[src/rtl/dl_csum_pkg.sv]
package dl_csum_pkg;
  localparam int BYTE_W = 8;
  typedef enum logic [1:0] {
    FLD_LEN  = 2'd0,
    FLD_ADDR = 2'd1,
    FLD_DATA = 2'd2,
    FLD_NONE = 2'd3
  } fld_e;
endpackage

[src/rtl/dl_csum_blksum.sv]
module dl_csum_blksum
  import dl_csum_pkg::*;
#(
  parameter int SUM_W = 32,
  parameter int SEED  = 5
) (
  input  logic              clk,
  input  logic              rst,
  input  logic              start_i,
  input  logic              vld_i,
  input  fld_e              fld_i,
  input  logic [BYTE_W-1:0] byte_i,
  output logic [SUM_W-1:0]  sum_o
);
  localparam int PAD_W = SUM_W - BYTE_W;

  logic [SUM_W-1:0] byte_ext;
  logic [SUM_W-1:0] byte_hi;
  logic [1:0]       len_seen;

  assign byte_ext = {{PAD_W{1'b0}}, byte_i};
  assign byte_hi  = byte_ext << BYTE_W;

  always_ff @(posedge clk) begin
    if (rst || start_i) begin
      sum_o    <= SUM_W'(SEED);
      len_seen <= 2'd0;
    end else if (vld_i) begin
      case (fld_i)
        FLD_LEN: begin
          if (len_seen == 2'd0) begin
            sum_o    <= sum_o + byte_hi;
            len_seen <= 2'd1;
          end else if (len_seen == 2'd1) begin
            sum_o    <= sum_o + byte_ext;
            len_seen <= 2'd2;
          end
        end
        FLD_ADDR, FLD_DATA: sum_o <= sum_o + byte_ext;
        default: ;
      endcase
    end
  end
endmodule

[src/rtl/dl_csum_fold.sv]
module dl_csum_fold
  import dl_csum_pkg::*;
#(
  parameter int ACC_W = 16
) (
  input  logic              clk,
  input  logic              rst,
  input  logic              clr_i,
  input  logic              end_i,
  input  logic              ok_i,
  input  logic [BYTE_W-1:0] sum_low_i,
  output logic [ACC_W-1:0]  acc_o
);
  localparam int PAD_W = ACC_W - BYTE_W;

  logic [BYTE_W-1:0] inv_low;
  assign inv_low = ~sum_low_i;

  always_ff @(posedge clk) begin
    if (rst || clr_i)
      acc_o <= '0;
    else if (end_i && ok_i)
      acc_o <= acc_o + {{PAD_W{1'b0}}, inv_low};
  end
endmodule

[src/rtl/dl_csum_check.sv]
module dl_csum_check
  import dl_csum_pkg::*;
(
  input  logic              clk,
  input  logic              rst,
  input  logic              vld_i,
  input  logic [BYTE_W-1:0] byte_i,
  input  logic [BYTE_W-1:0] acc_low_i,
  output logic              vld_o,
  output logic              match_o,
  output logic [BYTE_W-1:0] low_o
);
  always_ff @(posedge clk) begin
    if (rst) begin
      vld_o   <= 1'b0;
      match_o <= 1'b0;
      low_o   <= '0;
    end else begin
      vld_o   <= vld_i;
      match_o <= vld_i && (byte_i == ~acc_low_i);
      if (vld_i) low_o <= acc_low_i;
    end
  end
endmodule

[src/rtl/dl_csum_acc.sv]
module dl_csum_acc
  import dl_csum_pkg::*;
#(
  parameter int SUM_W = 32,
  parameter int ACC_W = 16,
  parameter int SEED  = 5
) (
  input  logic              clk,
  input  logic              rst,
  input  logic              clr_i,
  input  logic              blk_start_i,
  input  logic              byte_vld_i,
  input  logic [1:0]        fld_i,
  input  logic [7:0]        byte_i,
  input  logic              blk_end_i,
  input  logic              blk_ok_i,
  input  logic              chk_vld_i,
  input  logic [7:0]        chk_byte_i,
  output logic [ACC_W-1:0]  acc_o,
  output logic              chk_vld_o,
  output logic              match_o,
  output logic [7:0]        chk_low_o
);
  logic [SUM_W-1:0] blk_sum;

  dl_csum_blksum #(.SUM_W(SUM_W), .SEED(SEED)) u_sum (
    .clk     (clk),
    .rst     (rst),
    .start_i (blk_start_i),
    .vld_i   (byte_vld_i),
    .fld_i   (fld_e'(fld_i)),
    .byte_i  (byte_i),
    .sum_o   (blk_sum)
  );

  dl_csum_fold #(.ACC_W(ACC_W)) u_fold (
    .clk       (clk),
    .rst       (rst),
    .clr_i     (clr_i),
    .end_i     (blk_end_i),
    .ok_i      (blk_ok_i),
    .sum_low_i (blk_sum[BYTE_W-1:0]),
    .acc_o     (acc_o)
  );

  dl_csum_check u_chk (
    .clk       (clk),
    .rst       (rst),
    .vld_i     (chk_vld_i),
    .byte_i    (chk_byte_i),
    .acc_low_i (acc_o[BYTE_W-1:0]),
    .vld_o     (chk_vld_o),
    .match_o   (match_o),
    .low_o     (chk_low_o)
  );
endmodule

[config.mk]
export PLATFORM = sky130hd
export DESIGN_NAME = dl_csum_acc
export DESIGN_NICKNAME = d
export VERILOG_FILES = /design/src/rtl/dl_csum_pkg.sv /design/src/rtl/dl_csum_blksum.sv /design/src/rtl/dl_csum_fold.sv /design/src/rtl/dl_csum_check.sv /design/src/rtl/dl_csum_acc.sv
export SDC_FILE = /design/constraint.sdc
export NUM_CORES = 1
export LEC_CHECK = 0
export CAP_MARGIN = 20
export CORE_MARGIN = 2
export CORE_UTILIZATION = 35
export DETAILED_ROUTE_END_ITERATION = 10
export PLACE_DENSITY = 0.67
export SLEW_MARGIN = 20
export SYNTH_ARGS = -nofsm -noshare
export SYNTH_HDL_FRONTEND = slang
export SYNTH_SLANG_ARGS = --single-unit
[constraint.sdc]
create_clock -name clk -period 5.6 [get_ports clk]
set_input_delay 0.56 -clock clk [delete_from_list [all_inputs] [get_ports clk]]
set_output_delay 0.56 -clock clk [all_outputs]
set_load 0.005 [all_outputs]
Word level (Yosys, flattened, before mapping). Cells that the tools add are included.

Input bits: 26. Register bits: 60. Word-level logic and storage cells: 32.

Bitwise logic cells: 2. Equal/unequal tests: 5. Reductions and logical operators: 11. $add $sub $neg: 3. Multiplexer cells: 5.

Operators by type and width (count): $mux W32 (2); $pmux W32 S2 (1); $add A32 B16 Y32 (1); $add A32 B8 Y32 (1); $add A16 B8 Y16 (1); $not A8 Y8 (2); $eq A8 B8 Y1 (1); $reduce_and A3 Y1 (2); $eq A2 B1 Y1 const B (2); $logic_not A2 Y1 (2); $mux W2 (2); $reduce_bool A2 Y1 (2); $ne A3 B1 Y1 const B (1); $eq A2 B2 Y1 const B (1); $logic_and A1 B1 Y1 (2); $logic_or A1 B1 Y1 (2); $reduce_or A2 Y1 (1).

Depth between registers and ports, before layout.
Word-level depth: 4. Depth in mapped cells: 8.

Cells and area by module. Synthesis repeated with hierarchy kept, for this count alone.

Cells, all modules: 490. Area total of the unflattened synthesis: 4018.9 µm².

By module, submodules not included: dl_csum_blksum (area an instance 2479.9 µm², cells an instance 308, seq. area each 680.7 µm², times used 1); dl_csum_fold (area an instance 1098.6 µm², cells an instance 141, seq. area each 320.3 µm², times used 1); dl_csum_check (area an instance 440.4 µm², cells an instance 41, seq. area each 200.2 µm², times used 1).

Worst setup path after synthesis. No wires, ideal clock.

Kind: input port to flip-flop. Start point: input byte_i[0]. End point: register u_sum.sum_o[6]. Setup time: 0.120 ns. Buffers on the path: 0. Cell stages on the path: 7. Path slack: 3.441 ns. Data arrival time: 2.040 ns. Path through: ha_1 fa_1 a21o_1 a21oi_1 a2bb2oi_1 nor4_1 a211o_1.

Word-level cells in the longest chain between the ends: 4.

RTL lines: start, declared (line dl_csum_acc.sv:14) `input logic [7:0] byte_i,`; $add A32 B8 Y32 * (line dl_csum_blksum.sv:35, dl_csum_blksum.sv:39); $mux W32 (line dl_csum_blksum.sv:34) `end else if (len_seen == 2'd1) begin`; $mux W32 (line dl_csum_blksum.sv:31) `if (len_seen == 2'd0) begin`; $pmux W32 S2 * (line dl_csum_blksum.sv:29) `case (fld_i)`; end signal, assigned (line dl_csum_blksum.sv:32) `sum_o <= sum_o + byte_hi;`; end signal, assigned (line dl_csum_blksum.sv:35) `sum_o <= sum_o + byte_ext;`; end signal, assigned (line dl_csum_blksum.sv:39) `FLD_ADDR, FLD_DATA: sum_o <= sum_o + byte_ext;`; end, declared (line dl_csum_blksum.sv:13) `output logic [SUM_W-1:0] sum_o`.

Every way passes the cells marked *; elsewhere a longest branch is shown, timed or not. The select of a mux whose other input is x is not followed. A chain may end at the register's enable or synchronous reset.

Worst setup path after layout. Same ends and word-level chain as after synthesis.

==> impl_metrics.ini <==
[placement]
dp_hpwl_um = 3791
numPortBuffers = 51
routabilityCongestion = 0.8424

[detailed_routing]
wl_per_cell_um = 12.66
drtIter0Drc = 125
vias_per_cell = 5.099
drt_pass1_iterations = 5
drc_errors = 0
final_antenna_net_count = 0
wl_um = 4736
vias = 1907

[cts]
ctsHtreeMaxLevel = 2
ctsLongestPathBuffers = 2
ctsRootBufferMaster = clkbuf_8
hold_buffers = 0
cts-buffers-inserted = 5
post_cts_buffers = 0
cts-resized-gates = 0
cts_tree = built
worstSkewPairLatency_ps = 290
clock_sinks = 36
path_clk_slew_ps = 70

[sta]
hold_slack_ps = 469.8
fin_crit_sh_pct = 42.72
setup_viol = 0
period_minus_slack_ps = 2392
rsz0062_at_grt = no
fin_skew_ps = 3.376
slew_viol_final = 0
worst_pin_slew_ps = 587.3
fmax_mhz = 418.0
hold_viol = 0
fin_tns_setup_ps = 0
slew_headroom_pct = 60.85

[synthesis]
syn_nets = 292
yosysWarnings = 0
synth-edff-count = 0
synth_mux_area_share_pct = 5.116
synth_top_family_by_area = simple AND/OR/NAND/NOR gates
synthSimpleGateAreaFrac_pct = 19.42
synthXorXnorAreaFrac_pct = 7.326
ys_ff_latch = 36
synth_area_um2 = 2152
postSynth.asyncResetShare_pct = 0
seq_area_frac_synth_pct = 33.49
synth_compound_area_share_pct = 19.30
synthFlopType = dfxtp_1
syn_avg_cell_area_um2 = 8.713
synthAdderAreaFrac_pct = 11.74
netlist_instances = 247
ys_types = 50

[critical_path]
rr_startpoint = u_fold.acc_o[0]$_SDFFE_PP0P_
critPathLaunch = byte_i[0]
crit_cells = 8
worst_ep_arrival_time_ps = 2570
slowest_stage = clkdlybuf4s50_1
cp.required_ps = 5780
path_delay_family = compound AO/OA/AOI/OAI gates
crit_type = in2reg
r2r_setup_slack_ps = 3390
rr_worst_depth = 7
start_kind = input pin
path_max_fanout = 2
critPathBufInv = 1
crit_chain = clkdlybuf4s50_1, ha_1, fa_1, a21o_1, a21oi_1, a2bb2oi_1, nor4_1, a211o_1
endpoint_kind = register
r2r_end = u_fold.acc_o[14]$_SDFFE_PP0P_
max_stage_delay_ps = 400

[floorplan]
core_um2 = 5921
ioPinCount = 52
dieArea_um2 = 6792
num_rows = 28
start_util_pct = 36.35
die_h_um = 82.42
die_w_um = 82.42

[run]
maxCapViolCount = 0

[finish]
nFillCells = 584
diodes = 0
seqCellArea_um2 = 720.7
area_growth_pct = 31.22
multi_input_comb_area_um2 = 1354
nNetsFinal = 344
final_cell_mix = clkdlybuf4s50_1 (51), dfxtp_1 (36), nor2_1 (26)
layout-drive-gt1-share_pct = 6.689
final_common_cell = clkdlybuf4s50_1

[hold_path]
min_path_type = reg2reg
holdPathEnd = u_fold.acc_o[15]$_SDFFE_PP0P_
holdPathStages = 2
hold_start = u_fold.acc_o[15]$_SDFFE_PP0P_

[global_route]
grtUsageTotal_pct = 14.88
grt_pass1_vias = 1776
grt_overflow = 0
grt_max_degree = 16
grt_pass1_wl_um = 7962
antenna_found_initial = 0

[outcome]
status = finished clean

[pwr]
leakage_nw = 1.087
irDropWorstVdd_mv = 0.07961
powerDensity_nw_per_um2 = 202.1
finalPower_w = 0.0005707
-- routing by layer --
layer	wire (um)	up-vias	global-route usage, %
met2	2118	52	25.00
met3	396	5	4.130
li1	-	993	-
met4	38	0	3.833
met1	2183	857	18.73
met5	0	-	0
-- final cells by class --
| type | instances | share of cell area (%) |
|---|---|---|
| Tap cell | 75 | 3.323 |
| Multi-Input combinational cell | 193 | 47.94 |
| Sequential cell | 36 | 25.52 |
| Inverter | 11 | 1.462 |
| Clock buffer | 7 | 3.412 |
| Timing Repair Buffer | 52 | 18.34 |
-- report_power, final --
| group | total [W] | internal, W | switching, W |
|---|---|---|---|
| registers | 0.000267 | 0.000261 | 0.00000593 |
| clock network | 0.000197 | 0.000109 | 0.0000876 |
| logic | 0.000106 | 0.0000544 | 0.0000520 |
| total | 0.000571 | 0.000425 | 0.000145 |
-- Yosys cell counts (all sizes together) (4+ instances only) --
library cell  instances  area, um2
nand3                12      60.06
o21ai                 9      45.04
nand4                 4      25.02
a21oi                20      103.9
ha                   17      212.7
nor2                 26      97.59
a211o                 4      36.29
inv                  11      41.29
nor4                  4      25.02
mux2i                11      110.1
xnor2                13      113.9
dfxtp                36      720.7
clkbuf                4      15.01
xor2                  5      43.79
nand2                23      86.33
a21o                  6      45.04
o211ai                4      43.79
-- sequential cells by signal (all words and copies together) (netlist names) --
signal,count
u_sum.sum_o,8
u_sum.len_seen,2
u_fold.acc_o,16
u_chk.vld_o,1
u_chk.match_o,1
u_chk.low_o,8
-- worst max path at each step --
stage,end
final,u_sum.sum_o[6]$_SDFFE_PP0P_
after CTS,u_sum.sum_o[6]$_SDFFE_PP0P_
after floorplan,u_sum.sum_o[6]$_SDFFE_PP0P_
after global placement,u_sum.sum_o[6]$_SDFFE_PP0P_
after global routing,u_sum.sum_o[6]$_SDFFE_PP0P_
after detailed placement,u_sum.sum_o[6]$_SDFFE_PP0P_
-- logic make-up (layout without fill, tap and decap cells) --
| kind of cell | Yosys count | count (layout) |
|---|---|---|
| muxes | 11 | 11 |
| AOI/OAI and AO/OA | 59 | 59 |
| DFF | 36 | 36 |
| xor gates and xnor gates | 18 | 18 |
| and+or+nand+nor | 86 | 86 |
| adders and majority gates | 19 | 19 |
| buffers and inverters | 18 | 70 |
-- worst register-to-register path: stages (launching register included) --
cell      delay [ps]
dfxtp_1          380
ha_1             250
fa_1             420
a211oi_1         390
o211ai_1         270
nand4_1          190
xor2_1           160
nor2_1            50
-- per-stage QoR --
| stage | utilization [%] | std cells | setup WS [ps] | instance area [um2] |
|---|---|---|---|---|
| 3_3_place_gp | 46.07 | 367 | 2947 | 2728 |
| 3_5_place_dp | 46.07 | 367 | 2913 | 2728 |
| 6_report | 47.70 | 374 | 3208 | 2824 |
| 2_1_floorplan | - | 247 | 3441 | 2152 |
| 5_1_grt | 47.70 | 374 | 3159 | 2824 |
| 4_1_cts | 47.70 | 374 | 3215 | 2824 |
No activity file was read; power rests on OpenSTA's default activity.
